==> config.mk <==
export PLATFORM = sky130hd
export DESIGN_NAME = cmode_seq
export DESIGN_NICKNAME = d
export VERILOG_FILES = /design/src/rtl/cmode_pkg.sv /design/src/rtl/cmode_classify.sv /design/src/rtl/cmode_outreg.sv /design/src/rtl/cmode_seq.sv
export SDC_FILE = /design/constraint.sdc
export NUM_CORES = 1
export LEC_CHECK = 0
export ABC_CLOCK_PERIOD_IN_PS = 2300
export BUFFER_PORTS_ARGS = -buffer_cell sky130_fd_sc_hd__buf_4
export CAP_MARGIN = 20
export CORE_UTILIZATION = 48
export DETAILED_ROUTE_END_ITERATION = 7
export GPL_TIMING_DRIVEN = 0
export PLACE_DENSITY = 0.75
export SYNTH_ARGS = -nofsm -noshare
export SYNTH_HDL_FRONTEND = slang
export SYNTH_HIERARCHICAL = 1
export SYNTH_SLANG_ARGS = --single-unit
==> constraint.sdc <==
create_clock -name clk -period 2.3 [get_ports clk]
set_clock_uncertainty 0.15 [all_clocks]
set_input_delay 0.23 -clock clk [delete_from_list [all_inputs] [get_ports clk]]
set_output_delay 0.23 -clock clk [all_outputs]
set_load 0.005 [all_outputs]
==> src/rtl/cmode_pkg.sv <==
package cmode_pkg;

    localparam int HW_W   = 16;
    localparam int INSN_W = 2 * HW_W;
    localparam int MAJ_W  = 5;
    localparam int SUB_W  = 3;

    typedef enum logic [1:0] {
        MODE_STD = 2'd0,
        MODE_C16 = 2'd1,
        MODE_ESC = 2'd2
    } mode_e;

    typedef enum logic [1:0] {
        CLS_STD32 = 2'd0,
        CLS_C10   = 2'd1,
        CLS_C16   = 2'd2,
        CLS_IMM   = 2'd3
    } iclass_e;

    typedef struct packed {
        logic    emit;
        logic    hold_upper;
        iclass_e cls;
        mode_e   next_mode;
    } step_t;

    function automatic logic bit_m(input logic [HW_W-1:0] h);
        return h[0];
    endfunction

    function automatic logic bit_n(input logic [HW_W-1:0] h);
        return h[HW_W-1];
    endfunction

    function automatic logic [SUB_W-1:0] sub_op(input logic [HW_W-1:0] h);
        return h[HW_W-6 -: SUB_W];
    endfunction

    function automatic logic is_exempt(input logic [HW_W-1:0] h);
        return (sub_op(h) == '0) || (sub_op(h) == '1);
    endfunction

endpackage

==> src/rtl/cmode_classify.sv <==
module cmode_classify
    import cmode_pkg::*;
#(
    parameter logic [MAJ_W-1:0] CMAJ_OP = 5'b00101
) (
    input  mode_e             mode,
    input  logic              pend,
    input  logic [HW_W-1:0]   hw,
    output step_t             st
);
    logic is_cmaj;
    assign is_cmaj = (hw[HW_W-1 -: MAJ_W] == CMAJ_OP);

    always_comb begin
        st.emit       = 1'b1;
        st.hold_upper = 1'b0;
        st.cls        = CLS_C16;
        st.next_mode  = mode;
        if (pend) begin
            st.cls       = CLS_STD32;
            st.next_mode = (mode == MODE_ESC) ? MODE_C16 : mode;
        end else begin
            unique case (mode)
                MODE_STD: begin
                    if (is_cmaj) begin
                        st.cls = CLS_C10;
                        if (is_exempt(hw) || bit_m(hw)) st.next_mode = MODE_C16;
                        else                            st.next_mode = MODE_STD;
                    end else begin
                        st.emit       = 1'b0;
                        st.hold_upper = 1'b1;
                    end
                end
                MODE_ESC: begin
                    st.emit       = 1'b0;
                    st.hold_upper = 1'b1;
                end
                default: begin
                    if (is_exempt(hw)) begin
                        st.next_mode = MODE_C16;
                    end else begin
                        unique case ({bit_n(hw), bit_m(hw)})
                            2'b01: st.next_mode = MODE_C16;
                            2'b00: st.next_mode = MODE_STD;
                            2'b10: st.next_mode = MODE_ESC;
                            default: begin
                                st.cls       = CLS_IMM;
                                st.next_mode = MODE_C16;
                            end
                        endcase
                    end
                end
            endcase
        end
    end
endmodule

==> src/rtl/cmode_outreg.sv <==
module cmode_outreg
    import cmode_pkg::*;
(
    input  logic              clk,
    input  logic              rst,
    input  logic              flush,
    input  logic              load,
    input  logic              len32_in,
    input  iclass_e           cls_in,
    input  logic [INSN_W-1:0] insn_in,
    output logic              can_load,
    output logic              out_valid,
    input  logic              out_ready,
    output logic              out_len32,
    output logic [1:0]        out_class,
    output logic [INSN_W-1:0] out_insn
);
    assign can_load = !out_valid || out_ready;

    always_ff @(posedge clk) begin
        if (rst || flush) begin
            out_valid <= 1'b0;
            out_len32 <= 1'b0;
            out_class <= 2'd0;
            out_insn  <= '0;
        end else if (load) begin
            out_valid <= 1'b1;
            out_len32 <= len32_in;
            out_class <= cls_in;
            out_insn  <= insn_in;
        end else if (out_ready) begin
            out_valid <= 1'b0;
        end
    end
endmodule

==> src/rtl/cmode_seq.sv <==
module cmode_seq
    import cmode_pkg::*;
#(
    parameter logic [MAJ_W-1:0] CMAJ_OP = 5'b00101
) (
    input  logic              clk,
    input  logic              rst,
    input  logic              flush,
    input  logic              in_valid,
    output logic              in_ready,
    input  logic [HW_W-1:0]   in_data,
    output logic              out_valid,
    input  logic              out_ready,
    output logic              out_len32,
    output logic [1:0]        out_class,
    output logic [INSN_W-1:0] out_insn
);
    mode_e           mode_q;
    logic            pend_q;
    logic [HW_W-1:0] upper_q;
    step_t           st;
    logic            can_load;
    logic            fire;
    logic [INSN_W-1:0] insn_w;

    cmode_classify #(.CMAJ_OP(CMAJ_OP)) u_cls (
        .mode (mode_q),
        .pend (pend_q),
        .hw   (in_data),
        .st   (st)
    );

    assign in_ready = can_load;
    assign fire     = in_valid && can_load && !flush;
    assign insn_w   = pend_q ? {upper_q, in_data} : {{HW_W{1'b0}}, in_data};

    always_ff @(posedge clk) begin
        if (rst || flush) begin
            mode_q  <= MODE_STD;
            pend_q  <= 1'b0;
            upper_q <= '0;
        end else if (fire) begin
            mode_q <= st.next_mode;
            pend_q <= st.hold_upper;
            if (st.hold_upper) upper_q <= in_data;
        end
    end

    cmode_outreg u_out (
        .clk       (clk),
        .rst       (rst),
        .flush     (flush),
        .load      (fire && st.emit),
        .len32_in  (pend_q),
        .cls_in    (st.cls),
        .insn_in   (insn_w),
        .can_load  (can_load),
        .out_valid (out_valid),
        .out_ready (out_ready),
        .out_len32 (out_len32),
        .out_class (out_class),
        .out_insn  (out_insn)
    );
endmodule

Word-level counts from Yosys, hierarchy flattened --
Index checks and enable logic that the tools add are counted. W data, S select, Z words.
Operators by class: reduce and logical (&&, ||, !) cells 16, equality and inequality tests 8, muxes and demuxes 15
Operator list (count):
- $mux W32 | 1
- $mux W2 | 5
- $mux W4 | 2
- $pmux W2 S2 | 2
- $pmux W4 S2 | 1
- $eq A5 B3 Y1 const B | 1
- $eq A2 B2 Y1 const B | 2
- $logic_not A2 Y1 | 2
- $logic_or A1 B1 Y1 | 4
- $mux W1 | 4
- $reduce_and A4 Y1 | 1
- $eq A3 B3 Y1 const B | 1
- $logic_and A1 B1 Y1 | 3
- $logic_not A3 Y1 | 1
- $ne A3 B2 Y1 const B | 1
- $reduce_or A3 Y1 | 1
- $eq A2 B1 Y1 const B | 1
- $logic_not A1 Y1 | 2
- $ne A2 B1 Y1 const B | 1
- $ne A2 B2 Y1 const B | 1
- $reduce_and A2 Y1 | 1
- $reduce_bool A2 Y1 | 1
Word-level totals: bits in registers 55, bits of input ports 21, output and inout bits 37, word-level logic and storage cells 46

Logic depth before layout (Yosys ltp) --
depth in word-level cells 7, mapped depth 7, depth with buffers taken out 5

Hierarchy --
Netlist, hierarchy kept.
Modules (own cells, without submodules):
- cmode_outreg | instances 1, sequential area each 720.7 um^2, area each 1327.5 um^2, cells each 118
- cmode_seq | instances 1, sequential area each 380.4 um^2, area each 1088.5 um^2, cells each 106
- cmode_classify | instances 1, sequential area each 0.0 um^2, area each 125.1 um^2, cells each 20

Least setup slack after synthesis --
Ideal clock, no wire load.
path kind register -> register, start register mode_q[1], end register upper_q[0], cell stages (with the launch flop) 8, data arrival time 1.870 ns, slack 0.158 ns, period minus slack after synthesis 2.142 ns, cell sequence dfxtp_1 -> or4b_4 -> o21ai_0 -> inv_1 -> and4b_1 -> buf_6 -> buf_8 -> mux2_4
RTL lines:
- start: declaration | RTL line cmode_seq.sv:18 | mode_e mode_q;
- start signal: assignment | RTL line cmode_seq.sv:43 | mode_q <= st.next_mode;
- end signal: assignment | RTL line cmode_seq.sv:45 | if (st.hold_upper) upper_q <= in_data;
- end: declaration | RTL line cmode_seq.sv:20 | logic [HW_W-1:0] upper_q;

==> metrics.md <==
| Metric | Value |
|---|---|
| Pin count of the biggest net entering global routing | `16` |
| Syn_area_per_cell | `10.4 µm²` |
| Gr usage total | `0.202` |
| Leak Pwr | `1.21 nW` |
| Crit start category | `register` |
| Post-Synthesis Cells | `244` |
| Vias | `1905` |
| Slew margin rel. | `0.641` |
| Fin util | `0.620` |
| Routability cong. | `0.774` |
| Hold Crit Class | `primary input to register` |
| Status | `complete, no violations` |
| Clock root buffer | `clkbuf_8` |
| Post-synth top cells | `55 x dfxtp_1, 37 x nor2_1, 35 x mux2i_1, 32 x nor3b_1, 17 x and2_1` |
| Maximum vdd ir drop | `0.271 mV` |
| H-tree Lvls | `2` |
| Final hold slack | `0.0100 ns` |
| Final Slew Violations | `0` |
| WP data required | `2.36 ns` |
| PwrDens | `542 nW/µm²` |
| Area of all placed cells without fillers | `3170 µm²` |
| Final hold violation count | `0` |
| Crit share post-route | `0.966` |
| Sinks on Clock Net | `55` |
| CTS tree | `built` |
| Synth top area cells | `dfxtp_1 43%, mux2i_1 14%, nor3b_1 9.5%` |
| Post-synth EDFFs | `0` |
| Setup Fix Bufs, Post-CTS | `0` |
| Seq/Total Area, Yosys | `0.433` |
| WL/cell | `14.0 µm` |
| Reg2reg path depth | `7` |
| Met3 routed WL | `214 µm` |
| Hold EP | `u_out/out_insn[2]` |
| F_max | `0.450 GHz` |
| DRT Wirelength | `5310 µm` |
| Fraction of layout cells with a size suffix above 1 | `0.320` |
| R2r setup slk | `0.08 ns` |
| GRT overflow | `0` |
| Cell Count, Final, Fillers Out | `379` |
| Ports | `58` |
| Final net count | `329` |
| Total CTS buffers | `5` |
| Most frequent cell after synthesis | `dfxtp_1` |
| Crit path DAT | `2.28 ns` |
| Worst Path Max Fanout | `10` |
| Hold depth | `3` |
| Die width | `74.8 µm` |
| Core area | `5110 µm²` |
| Number of synthesized register bits | `55` |
| Via/cell ratio | `5.03` |
| Mapped cell area | `2540 µm²` |
| Site Rows | `26` |
| Tightest Pin Transition | `0.539 ns` |
| First-pass GRT wire length | `8340 µm` |
| Final setup fails | `0` |
| HP Start | `in_data[2]` |
| Clk_lat worst skew | `0.31 ns` |
| Crit path launch | `mode_q[1]` |
| Dpl hpwl | `3740 µm` |
| Max Cap Violations | `0` |
| Drt pass-1 iters | `4` |
| Crit path kind | `register to register` |
| DP Area | `3060 µm²` |
| Max layer used | `met4` |
| DP Cell Count | `371` |
| FF-to-FF End | `upper_q[3]` |
| FF-to-FF Start | `mode_q[1]` |
| Met2 WL post-DR | `2570 µm` |
| 1st-iter DRT viols | `70` |
| Starting Density | `0.498` |
| Clock Path Buffers | `2` |
| Die area | `5590 µm²` |
| Clock-pin slew on the worst setup and hold paths | `0.09 ns` |
| Post-synth ARST share | `0` |
| Area leader, netlist | `dfxtp_1` |
| Setup TNS | `0 ns` |
| Synth unique cells | `30` |
| Synthesis Warnings | `6` |
| Die Ht | `74.8 µm` |
| Main synth FF type | `dfxtp_1` |
| Setup crit end kind | `register` |
| M1 wire length | `2450 µm` |
| Area delta synth->final | `24.7%` |
| N_diodes | `0` |
| Yosys top cell area share | `0.433` |
| Antenna violations before repair | `0` |
| Mapped Nets | `265` |
| I/O Buffers | `57` |
| Final antenna-violating net count | `0` |
| DRC errors left | `0` |
| Crit path time final | `2.22 ns` |
| Vias in the first global route | `1710` |
## worst max-delay path by stage
stage / to / slack [ns] / cells after the start
2_1_floorplan: upper_q[0] / 0.16 / 7
3_3_place_gp: upper_q[0] / -0.02 / 8
3_5_place_dp: u_out/out_insn[3] / -0.03 / 8
4_1_cts: u_out/out_insn[3] / 0.05 / 7
5_1_grt: u_out/out_insn[3] / -0.003 / 7
6_report: upper_q[3] / 0.08 / 7
## area by class of cell
class / count / area, µm²
Clock buffer: 8 / 100
Fill cell: 472 / 1940
Buffer: 19 / 173
Timing Repair Buffer: 57 / 428
Inverter: 2 / 7.51
Tap cell: 70 / 87.6
Sequential cell: 55 / 1100
Multi-Input combinational cell: 168 / 1270
## logic make-up (layout without fill, tap and decap cells)
family | after synthesis | count (layout) | share of synthesized area
flip-flops | 55 | 55 | 0.433
AND/OR/NAND/NOR | 103 | 103 | 0.235
AO/OA/AOI/OAI | 14 | 14 | 0.0404
buffers and inverters | 21 | 86 | 0.0679
multiplexers | 51 | 51 | 0.224
## power by group
group          internal [W]  switching [W]
Combinational     0.0000848      0.0000836
Sequential         0.000961     0.00000709
Clock              0.000275       0.000306
## flip-flops by register name (all words and copies together), names as in the netlist
name             count
upper_q             16
u_out/out_insn      32
u_out/out_class      2
pend_q               1
u_out/out_valid      1
u_out/out_len32      1
mode_q               2
## placed cells by master, fill, tap and decap left out, types with 4 or more instances in the layout
master / netlist / final
mux2_2: 6 / 6
nor2_1: 37 / 37
buf_8: 4 / 6
nor3b_1: 32 / 32
buf_6: 6 / 4
and2_1: 17 / 17
nand3_1: 4 / 4
mux2i_1: 35 / 35
clkbuf_8: 0 / 7
dfxtp_1: 55 / 55
buf_4: 1 / 58
mux2_4: 10 / 10
a21oi_1: 5 / 5
clkbuf_1: 8 / 9
## metrics by stage
step,setup slack (ns),total power (W)
after global placement,-0.0229,0.00116
after CTS,0.0509,0.00174
after detailed placement,-0.0326,0.00116
after global routing,-0.00270,0.00179
final,0.0772,0.00172
after floorplan,0.158,0.00109
## repair_timing
item / CTS / global route
hold buffers: 0 / 0
resized for setup: 1 / 3
setup endpoints to repair: 18 / 24
## critical path: stages (launching register included)
cell     delay (ns)
dfxtp_1        0.34
or4b_4         0.58
o21ai_2        0.19
inv_1          0.07
and4b_1        0.20
buf_6          0.14
buf_8          0.15
mux2_4         0.30
## metal layers
layer,global-route usage,vias up
li1,-,957
met2,0.336,39
met4,0.0755,0
met3,0.0495,7
met5,0,-
met1,0.254,902
(Power assumes the default switching activity.)
